<file path="src/rtl/sdr_seq_pkg.sv">
package sdr_seq_pkg;
  // {cs_n, ras_n, cas_n, we_n}
  localparam logic [3:0] CMD_MRS = 4'b0000;
  localparam logic [3:0] CMD_REF = 4'b0001;
  localparam logic [3:0] CMD_PRE = 4'b0010;
  localparam logic [3:0] CMD_NOP = 4'b0111;

  typedef enum logic [1:0] {ST_WAIT, ST_GAP, ST_RUN} seq_st_t;
  typedef enum logic [2:0] {NX_INIT_REF, NX_MRS, NX_READY, NX_RUN_REF, NX_RUN} seq_nx_t;

  function automatic int max2(input int a, input int b);
    return (a > b) ? a : b;
  endfunction
endpackage

</file>
<file path="src/rtl/sdr_ref_sched.sv">
module sdr_ref_sched #(
  parameter int unsigned INTERVAL_CYC = 1560,
  parameter int unsigned MAX_POSTPONE = 8
) (
  input  logic clk,
  input  logic rst,
  input  logic start,
  input  logic done,
  output logic pending
);
  localparam int IW = $clog2(INTERVAL_CYC + 1);
  localparam int DW = $clog2(MAX_POSTPONE + 1);
  localparam logic [IW-1:0] RELOAD = IW'(INTERVAL_CYC - 1);
  localparam logic [DW-1:0] DMAX   = DW'(MAX_POSTPONE);

  logic          running;
  logic [IW-1:0] ivl_cnt;
  logic [DW-1:0] debt;
  logic          tick;

  assign tick    = running && (ivl_cnt == '0);
  assign pending = (debt != '0);

  always_ff @(posedge clk) begin
    if (rst) begin
      running <= 1'b0;
      ivl_cnt <= '0;
    end else if (start) begin
      running <= 1'b1;
      ivl_cnt <= RELOAD;
    end else if (running) begin
      ivl_cnt <= tick ? RELOAD : ivl_cnt - 1'b1;
    end
  end

  always_ff @(posedge clk) begin
    if (rst) begin
      debt <= '0;
    end else begin
      case ({tick, done})
        2'b10:   if (debt != DMAX) debt <= debt + 1'b1;
        2'b01:   if (debt != '0)   debt <= debt - 1'b1;
        default: debt <= debt;
      endcase
    end
  end

  p_debt_bound_r9: assert property (@(posedge clk) disable iff (rst)
    debt <= DMAX);
  p_done_needs_debt_r9: assert property (@(posedge clk) disable iff (rst)
    done |-> pending);
  p_tick_adds_r6: assert property (@(posedge clk) disable iff (rst)
    (tick && !done && debt != DMAX) |=> debt == $past(debt) + 1'b1);
endmodule

</file>
<file path="src/rtl/sdr_cmd_fsm.sv">
module sdr_cmd_fsm
  import sdr_seq_pkg::*;
#(
  parameter int unsigned ADDR_W        = 12,
  parameter int unsigned BA_W          = 2,
  parameter int unsigned INIT_WAIT_CYC = 10000,
  parameter int unsigned INIT_REFS     = 8,
  parameter int unsigned T_RP          = 2,
  parameter int unsigned T_RC          = 7,
  parameter int unsigned T_RSC         = 2,
  parameter int unsigned AP_BIT        = 10,
  parameter logic [ADDR_W-1:0] MODE_WORD = 'h032
) (
  input  logic              clk,
  input  logic              rst,
  input  logic              pending,
  input  logic              bank_open,
  input  logic              usr_req,
  input  logic [3:0]        usr_cmd,
  input  logic [ADDR_W-1:0] usr_addr,
  input  logic [BA_W-1:0]   usr_ba,
  output logic              sched_start,
  output logic              ref_done,
  output logic [3:0]        cmd_o,
  output logic [ADDR_W-1:0] addr_o,
  output logic [BA_W-1:0]   ba_o,
  output logic              cke_o,
  output logic              ready_o,
  output logic              grant_o
);
  localparam int MAXD  = max2(max2(INIT_WAIT_CYC, T_RC), max2(T_RP, T_RSC));
  localparam int CNT_W = $clog2(MAXD + 1);
  localparam int RW    = $clog2(INIT_REFS + 1);

  seq_st_t          st;
  seq_nx_t          nx;
  logic [CNT_W-1:0] cnt;
  logic [RW-1:0]    refs_left;
  logic             gap_done, run_free;

  assign gap_done    = (st == ST_GAP) && (cnt == '0);
  assign run_free    = (st == ST_RUN) && !grant_o && pending;
  assign sched_start = gap_done && (nx == NX_READY);
  assign ref_done    = (run_free && !bank_open) || (gap_done && nx == NX_RUN_REF);

  always_ff @(posedge clk) begin
    if (rst) begin
      st        <= ST_WAIT;
      nx        <= NX_INIT_REF;
      cnt       <= CNT_W'(INIT_WAIT_CYC - 1);
      refs_left <= RW'(INIT_REFS);
      cmd_o     <= CMD_NOP;
      addr_o    <= '0;
      ba_o      <= '0;
      cke_o     <= 1'b0;
      ready_o   <= 1'b0;
      grant_o   <= 1'b0;
    end else begin
      cke_o  <= 1'b1;
      cmd_o  <= CMD_NOP;
      addr_o <= '0;
      ba_o   <= '0;
      case (st)
        ST_WAIT: begin
          if (cnt == '0) begin
            cmd_o          <= CMD_PRE;
            addr_o[AP_BIT] <= 1'b1;
            cnt            <= CNT_W'(T_RP - 1);
            nx             <= NX_INIT_REF;
            st             <= ST_GAP;
          end else begin
            cnt <= cnt - 1'b1;
          end
        end
        ST_GAP: begin
          if (cnt != '0) begin
            cnt <= cnt - 1'b1;
          end else begin
            case (nx)
              NX_INIT_REF: begin
                cmd_o     <= CMD_REF;
                cnt       <= CNT_W'(T_RC - 1);
                refs_left <= refs_left - 1'b1;
                nx        <= (refs_left == RW'(1)) ? NX_MRS : NX_INIT_REF;
              end
              NX_MRS: begin
                cmd_o  <= CMD_MRS;
                addr_o <= MODE_WORD;
                cnt    <= CNT_W'(T_RSC - 1);
                nx     <= NX_READY;
              end
              NX_READY: begin
                ready_o <= 1'b1;
                st      <= ST_RUN;
              end
              NX_RUN_REF: begin
                cmd_o <= CMD_REF;
                cnt   <= CNT_W'(T_RC - 1);
                nx    <= NX_RUN;
              end
              default: st <= ST_RUN;
            endcase
          end
        end
        default: begin
          if (grant_o) begin
            if (usr_req) begin
              cmd_o  <= usr_cmd;
              addr_o <= usr_addr;
              ba_o   <= usr_ba;
            end else begin
              grant_o <= 1'b0;
            end
          end else if (pending) begin
            st <= ST_GAP;
            if (bank_open) begin
              cmd_o          <= CMD_PRE;
              addr_o[AP_BIT] <= 1'b1;
              cnt            <= CNT_W'(T_RP - 1);
              nx             <= NX_RUN_REF;
            end else begin
              cmd_o <= CMD_REF;
              cnt   <= CNT_W'(T_RC - 1);
              nx    <= NX_RUN;
            end
          end else if (usr_req) begin
            grant_o <= 1'b1;
          end
        end
      endcase
    end
  end

  // cycles since the last refresh on the bus, for the spacing check
  logic [CNT_W-1:0] since_ref;
  logic             ref_seen;
  always_ff @(posedge clk) begin
    if (rst) begin
      since_ref <= '0;
      ref_seen  <= 1'b0;
    end else if (cmd_o == CMD_REF) begin
      since_ref <= '0;
      ref_seen  <= 1'b1;
    end else if (since_ref != CNT_W'(T_RC)) begin
      since_ref <= since_ref + 1'b1;
    end
  end

  p_ref_spacing_r3: assert property (@(posedge clk) disable iff (rst)
    (cmd_o == CMD_REF && ref_seen) |-> since_ref >= CNT_W'(T_RC - 1));
  p_ready_sticky_r5: assert property (@(posedge clk) disable iff (rst)
    ready_o |=> ready_o);
  p_no_grant_early_r7: assert property (@(posedge clk) disable iff (rst)
    !ready_o |-> !grant_o);
  p_no_ref_granted_r8: assert property (@(posedge clk) disable iff (rst)
    grant_o |=> cmd_o != CMD_REF);
endmodule

</file>
<file path="src/rtl/sdr_init_refresh.sv">
module sdr_init_refresh
  import sdr_seq_pkg::*;
#(
  parameter int unsigned ADDR_W           = 12,
  parameter int unsigned BA_W             = 2,
  parameter int unsigned INIT_WAIT_CYC    = 10000,
  parameter int unsigned INIT_REFS        = 8,
  parameter int unsigned T_RP             = 2,
  parameter int unsigned T_RC             = 7,
  parameter int unsigned T_RSC            = 2,
  parameter int unsigned REF_INTERVAL_CYC = 1560,
  parameter int unsigned MAX_POSTPONE     = 8,
  parameter int unsigned AP_BIT           = 10,
  parameter logic [ADDR_W-1:0] MODE_WORD  = 'h032
) (
  input  logic              clk,
  input  logic              rst,
  input  logic              usr_req,
  output logic              usr_grant,
  input  logic              usr_cs_n,
  input  logic              usr_ras_n,
  input  logic              usr_cas_n,
  input  logic              usr_we_n,
  input  logic [ADDR_W-1:0] usr_addr,
  input  logic [BA_W-1:0]   usr_ba,
  input  logic              bank_open,
  output logic              sd_cke,
  output logic              sd_cs_n,
  output logic              sd_ras_n,
  output logic              sd_cas_n,
  output logic              sd_we_n,
  output logic [ADDR_W-1:0] sd_addr,
  output logic [BA_W-1:0]   sd_ba,
  output logic              ready
);
  logic       pending, sched_start, ref_done;
  logic [3:0] cmd;

  sdr_ref_sched #(
    .INTERVAL_CYC (REF_INTERVAL_CYC),
    .MAX_POSTPONE (MAX_POSTPONE)
  ) u_sched (
    .clk     (clk),
    .rst     (rst),
    .start   (sched_start),
    .done    (ref_done),
    .pending (pending)
  );

  sdr_cmd_fsm #(
    .ADDR_W        (ADDR_W),
    .BA_W          (BA_W),
    .INIT_WAIT_CYC (INIT_WAIT_CYC),
    .INIT_REFS     (INIT_REFS),
    .T_RP          (T_RP),
    .T_RC          (T_RC),
    .T_RSC         (T_RSC),
    .AP_BIT        (AP_BIT),
    .MODE_WORD     (MODE_WORD)
  ) u_fsm (
    .clk         (clk),
    .rst         (rst),
    .pending     (pending),
    .bank_open   (bank_open),
    .usr_req     (usr_req),
    .usr_cmd     ({usr_cs_n, usr_ras_n, usr_cas_n, usr_we_n}),
    .usr_addr    (usr_addr),
    .usr_ba      (usr_ba),
    .sched_start (sched_start),
    .ref_done    (ref_done),
    .cmd_o       (cmd),
    .addr_o      (sd_addr),
    .ba_o        (sd_ba),
    .cke_o       (sd_cke),
    .ready_o     (ready),
    .grant_o     (usr_grant)
  );

  assign {sd_cs_n, sd_ras_n, sd_cas_n, sd_we_n} = cmd;
endmodule

</file>
<file path="config.mk">
export PLATFORM = sky130hd
export DESIGN_NAME = sdr_init_refresh
export DESIGN_NICKNAME = d
export VERILOG_FILES = /design/src/rtl/sdr_seq_pkg.sv /design/src/rtl/sdr_ref_sched.sv /design/src/rtl/sdr_cmd_fsm.sv /design/src/rtl/sdr_init_refresh.sv
export SDC_FILE = /design/constraint.sdc
export NUM_CORES = 1
export LEC_CHECK = 0
export CORE_ASPECT_RATIO = 1.75
export CORE_MARGIN = 8
export CORE_UTILIZATION = 37
export DETAILED_ROUTE_END_ITERATION = 10
export GPL_TIMING_DRIVEN = 0
export SYNTH_ARGS = -nofsm -noshare
export SYNTH_HDL_FRONTEND = slang
export SYNTH_SLANG_ARGS = --single-unit
export TNS_END_PERCENT = 1
</file>
<file path="constraint.sdc">
create_clock -name clk -period 3.4 [get_ports clk]
set_input_delay 0.85 -clock clk [delete_from_list [all_inputs] [get_ports clk]]
set_output_delay 0.85 -clock clk [all_outputs]
set_load 0.02 [all_outputs]
</file>
# After elaboration in Yosys (flattened, before gate mapping)
# Index checks and enable logic that the tools add are counted.
# op_classes
add_sub_neg	5
eq_ne	17
n_mux	51
n_bitwise	3
n_reduce_logical	30
# ops
cell	n
2-to-1 mux 14 bit	4
case mux 14 bit (2 select lines)	2
2-to-1 mux 11 bit	3
2-to-1 mux 12 bit	2
2-to-1 mux 4 bit	6
2-to-1 mux 3 bit	7
case mux 10 bit (2 select lines)	1
case mux 4 bit (2 select lines)	2
zero test 14 bit	1
nonzero test 14 bit	1
subtractor 14 x 1 -> 14 bit, second input constant	1
2-to-1 mux 2 bit	6
inequality test 4 bit, second input constant	3
case mux 3 bit (2 select lines)	2
AND reduction 3 bit	4
zero test 11 bit	1
subtractor 11 x 1 -> 11 bit, second input constant	1
2-to-1 mux 1 bit	10
2-to-1 mux 10 bit	1
AND reduction 5 bit	2
case mux 3 bit (3 select lines)	1
subtractor 4 x 1 -> 4 bit, second input constant	2
logical AND 1 bit	7
equality test 3 x 2 -> 1 bit, second input constant	2
22 further kinds	34
# totals
register_bits	60

# Depth between registers and ports, before layout
# logic_depth
ltp_word	8
mapped_depth	14
ltp_nobuf	13

# By module
# A second synthesis with hierarchy kept.
# unflattened
hier_cells	333
hier_area_um2	2956.6
# by_module_without_submodules
module	instances	cells_per_inst	area_per_inst_um2
sdr_cmd_fsm	1	225	2037.0
sdr_ref_sched	1	108	919.6

# Least setup slack after synthesis
# No wires, ideal clock.
# synth_timing
kind	register -> register
startpoint	register u_fsm.cnt[0]
endpoint	register u_sched.debt[3]
setup_ns	0.116
t_arrival_ns	2.578
setup_slack_ns	0.706
stages_incl_launch_ff	15
synth_period_minus_slack_ns	2.694
path_cell_list	dfxtp_1 inv_1 ha_1 nor3b_4 nand4_2 buf_6 nor3_1 a21o_1 ha_1 ha_1 a21o_1 a21oi_1 xnor2_1 a21oi_1 a31o_2
# synth_between
elab_chain_len	7
word_cells_on_any_way	11
cone_classes	eq/ne: 4; mux: 1; reduce/logical: 6
# synth_rtl
element	line_no	source
start, declared	sdr_cmd_fsm.sv:37	logic [CNT_W-1:0] cnt;
start signal, assigned	sdr_cmd_fsm.sv:50	cnt <= CNT_W'(INIT_WAIT_CYC - 1);
start signal, assigned	sdr_cmd_fsm.sv:68	cnt <= CNT_W'(T_RP - 1);
start signal, assigned	sdr_cmd_fsm.sv:72	cnt <= cnt - 1'b1;
zero test 14 bit (*)	sdr_cmd_fsm.sv:41	assign gap_done = (st == ST_GAP) && (cnt == '0);
logical AND 1 bit (*)	sdr_cmd_fsm.sv:41	
logical AND 1 bit (*)	sdr_cmd_fsm.sv:44	assign ref_done = (run_free && !bank_open) || (gap_done && nx == NX_RUN_REF);
logical OR 1 bit (*)	sdr_cmd_fsm.sv:44	
equality test 2 x 1 -> 1 bit or equality test 2 bit (tied branches)	sdr_ref_sched.sv:40	case ({tick, done})
inequality test 2 x 1 -> 1 bit (no source line) or nonzero test 2 bit (tied branches)	n/a	
AND reduction 3 bit (no source line)	n/a	
end signal, assigned	sdr_ref_sched.sv:41	2'b10: if (debt != DMAX) debt <= debt + 1'b1;
end signal, assigned	sdr_ref_sched.sv:42	2'b01: if (debt != '0) debt <= debt - 1'b1;
end signal, assigned	sdr_ref_sched.sv:43	default: debt <= debt;
end, declared	sdr_ref_sched.sv:18	logic [DW-1:0] debt;
# Mark *: on every way between the ends. The rest lies on a longest branch, timed or not.
# A chain may end at the register's enable or synchronous reset.

# Final worst setup path
# Ends and elaborated chain as after synthesis.

==> flow_metrics.env <==
export IMPL_largest_family_of_logic_cells_by_synthesized_area="simple AND/OR/NAND/NOR gates"
export IMPL_postRouteAntennaNets=0
export IMPL_die_area_um2=11040
export IMPL_rows=43
export IMPL_postRouteWirelength_um=7379
export IMPL_power_per_cell_area_nw_per_um2=444.1
export IMPL_critical_path_max_fanout=10
export IMPL_post_synth_inst_count=324
export IMPL_post_dp_cell_area_um2=3433
export IMPL_finish_instance_area_um2=3727
export IMPL_postCtsSetupBuffers=0
export IMPL_max_cap_violations=0
export IMPL_area_overhead_of_the_layout_relative_to_synthesis_pct=28.52
export IMPL_max_stage_delay_ps=320
export IMPL_setup_slack_after_layout_ps=330.9
export IMPL_yosysSeqAreaShare_pct=41.42
export IMPL_synth_lib_cells_used_distinct=61
export IMPL_synth_area_top_cells="dfxtp_1 (41%), ha_1 (4.3%), nand2_1 (3.5%)"
export IMPL_number_of_register_bits_inferred_by_synthesis=60
export IMPL_routedWlPerCell_um=15.63
export IMPL_p_leak_nw=1.327
export IMPL_criticalPathCategory="reg2reg"
export IMPL_dpl_hpwl_um=5565
export IMPL_yosys_area_top_type_share_pct=41.42
export IMPL_worst_hold_path_type="reg2reg"
export IMPL_fin_setup_tns_ps=0
export IMPL_coreArea_um2=7747
export IMPL_cts_htree_levels=3
export IMPL_routed_via_density=5.347
export IMPL_crit_required_ps=3620
export IMPL_power_ir_vdd_worst_uv=345.1
export IMPL_syn_area_per_cell_um2=8.951
export IMPL_drt_iter0_drc=205
export IMPL_crit_path_start_kind="flop"
export IMPL_antenna_cells=0
export IMPL_drt_drc_violations_left=0
export IMPL_synth_most_common_cell="dfxtp_1"
export IMPL_clockBufferDepth=2
export IMPL_post_synth_instance_area_um2=2900
export IMPL_cts_repair_resized=0
export IMPL_vias_in_the_first_global_route=2622
export IMPL_critical_path_arrival_ps=3290
export IMPL_fp_dieH_um=133.1
export IMPL_numPortBuffers=42
export IMPL_crit_top_cell="ha_1"
export IMPL_synth_edff_count=0
export IMPL_cts_made_buffers=9
export IMPL_crit_path_cell_trace="inv_1 > ha_1 > nor3b_4 > nand4_2 > buf_6 > nor3_1 > a21o_1 > ha_1 > ha_1 > a21o_1 > a21oi_1 > xnor2_1 > a21oi_1 > a31o_2"
export IMPL_synthXorXnorAreaFrac_pct=5.436
export IMPL_finalHoldWorstSlack_ps=473.4
export IMPL_fillers=773
export IMPL_largest_net_degree_at_the_start_of_global_routing=12
export IMPL_clock_skew_final_ps=6.481
export IMPL_mappedNetlistNets=357
export IMPL_initial_antenna_violation_count=0
export IMPL_crit_path_top_delay_cell="dfxtp_1"
export IMPL_synth_compound_area_share_pct=17.73
export IMPL_clock_sinks=60
export IMPL_final_nets=410
export IMPL_async_reset_ff_share_pct=0
export IMPL_insertion_delay_ps=330
export IMPL_post_route_util_pct=48.11
export IMPL_layout_min_cycle_time_ps=3069
export IMPL_synthTopCellsByCount="dfxtp_1 (60), nand2_1 (27), nor2_1 (25)"
export IMPL_slew_violations=0
export IMPL_floorplan_initialDensity_pct=37.44
export IMPL_grt_pass1_wl_um=12430
export IMPL_die_x_um=82.93
export IMPL_ys_dominant_reg_cell="dfxtp_1"
export IMPL_overflow=0
export IMPL_fmax_mhz=325.8
export IMPL_synthesis_yosys_warnings=0
export IMPL_yosys_area_share_simple_pct=25.88
export IMPL_num_vias=2524
export IMPL_clkSlewWorstSetupHoldPaths_ps=50
export IMPL_layout_drive_gt1_share_pct=9.686
export IMPL_grt_usage_pct=13.61
export IMPL_maxSlewHeadroom_pct=53.28
export IMPL_tightest_slew_ps=694.4
export IMPL_cts_tree="yes"
export IMPL_yosys_mux_area_fraction_pct=0.3451
export IMPL_hold_viol=0
export IMPL_holdBufCountCts=0
export IMPL_post_synth_fa_ha_maj_area_fraction_pct=5.004
export IMPL_ios=43
export IMPL_endpoint_kind="flop"
export IMPL_dr_pass1_iters=4
export IMPL_final_min_period_over_clock_period_pct=90.27
export IMPL_globalplace_congestion=0.8384
export IMPL_post_synth_top_area_cell="dfxtp_1"
export IMPL_status="finished clean"
export IMPL_grt_setup_unrepaired="no"
export IMPL_pre_cts_ws_ps=64.95
export IMPL_cts_root_buffer_cell="clkbuf_16"
export IMPL_finalSetupViolCount=0
## cell type report
| class | instances | area (µm²) | share of cell area, % |
|---|---|---|---|
| Clock buffer | 10 | 229.0 | 6.143 |
| Clock inverter | 6 | 65.06 | 1.746 |
| Multi-Input combinational cell | 235 | 1578 | 42.33 |
| Tap cell | 90 | 112.6 | 3.021 |
| Buffer | 11 | 53.80 | 1.443 |
| Sequential cell | 60 | 1201 | 32.23 |
| Inverter | 18 | 67.56 | 1.813 |
| Timing Repair Buffer | 42 | 420.4 | 11.28 |
## power by group
group	internal (W)	switching, W	total, W
clock network	0.000566	0.000321	0.000888
logic	0.0000319	0.0000253	0.0000572
registers	0.000707	0.00000327	0.000711
## logic make-up after synthesis
logic type / Yosys count
xor+xnor: 18
flops: 60
buf+inv: 29
fa+ha+maj: 11
compound gates: 75
mux: 1
simple gates: 130
## registers in the layout (all words and copies together), names as in the netlist
signal and count:
u_fsm.grant_o 1, u_fsm.nx 3, u_fsm.addr_o 12, u_fsm.cnt 14, u_fsm.refs_left 4, u_fsm.ba_o 2
u_fsm.cke_o 1, u_sched.running 1, u_fsm.st 2, u_fsm.ready_o 1, u_sched.ivl_cnt 11, u_sched.debt 4
u_fsm.cmd_o 4
## stage by stage
stage,power [W],instances
floorplan,0.0007474,324
CTS,0.001678,472
global placement,0.0007828,456
detailed placement,0.0007829,456
finish,0.001655,472
global route,0.001713,472
## worst paths after layout
check / from / end / slack, ps / cells past startpoint
min reg2reg: u_fsm.ready_o$_SDFFE_PP0P_ / u_fsm.ready_o$_SDFFE_PP0P_ / 470 / 2
max reg2reg: u_fsm.cnt[0]$_SDFFE_PP1P_ / u_sched.debt[3]$_SDFFE_PP0P_ / 330 / 14
max: u_fsm.cnt[0]$_SDFFE_PP1P_ / u_sched.debt[3]$_SDFFE_PP0P_ / 330 / 14
min: u_fsm.ready_o$_SDFFE_PP0P_ / u_fsm.ready_o$_SDFFE_PP0P_ / 470 / 2
## worst max-delay path, delay by kind of cell, from the launching register on
family                     cells  cell delay [ps]
AOI/OAI and AO/OA              5              850
DFF                            1              320
buffers and inverters          2              300
adders and majority gates      3              680
and+or+nand+nor                3              630
xor gates and xnor gates       1              170
## routing by layer
layer  wire, µm  track usage, %  up-vias
li1           -               -     1266
met1       2780           13.04     1217
met2       4364           26.27       32
met3        153           3.240        9
met4         80           5.992        0
met5          0               0        -
## cells in the final DEF, fill, tap and decap left out, types with 3 or more instances in the layout
| cell | n |
|---|---|
| nor3_2 | 3 |
| clkdlybuf4s50_1 | 42 |
| a211oi_1 | 4 |
| nand4_1 | 5 |
| buf_2 | 4 |
| clkbuf_1 | 6 |
| inv_1 | 18 |
| xnor2_1 | 11 |
| or3_1 | 5 |
| nor3_1 | 10 |
| nor4_1 | 3 |
| nor2b_1 | 3 |
| clkbuf_16 | 9 |
| o21ai_0 | 9 |
| o211ai_1 | 4 |
| o22ai_1 | 3 |
| nand2b_1 | 5 |
| a31oi_1 | 4 |
| dfxtp_1 | 60 |
| a21o_1 | 7 |
| a21oi_1 | 20 |
| nor2_1 | 25 |
| ha_1 | 10 |
| nand3_1 | 9 |
| nor4_2 | 3 |
| nand2_1 | 27 |
| and2_1 | 15 |
| xor2_1 | 7 |
| nor3b_1 | 3 |
| o21a_1 | 3 |
(Power assumes the default switching activity.)
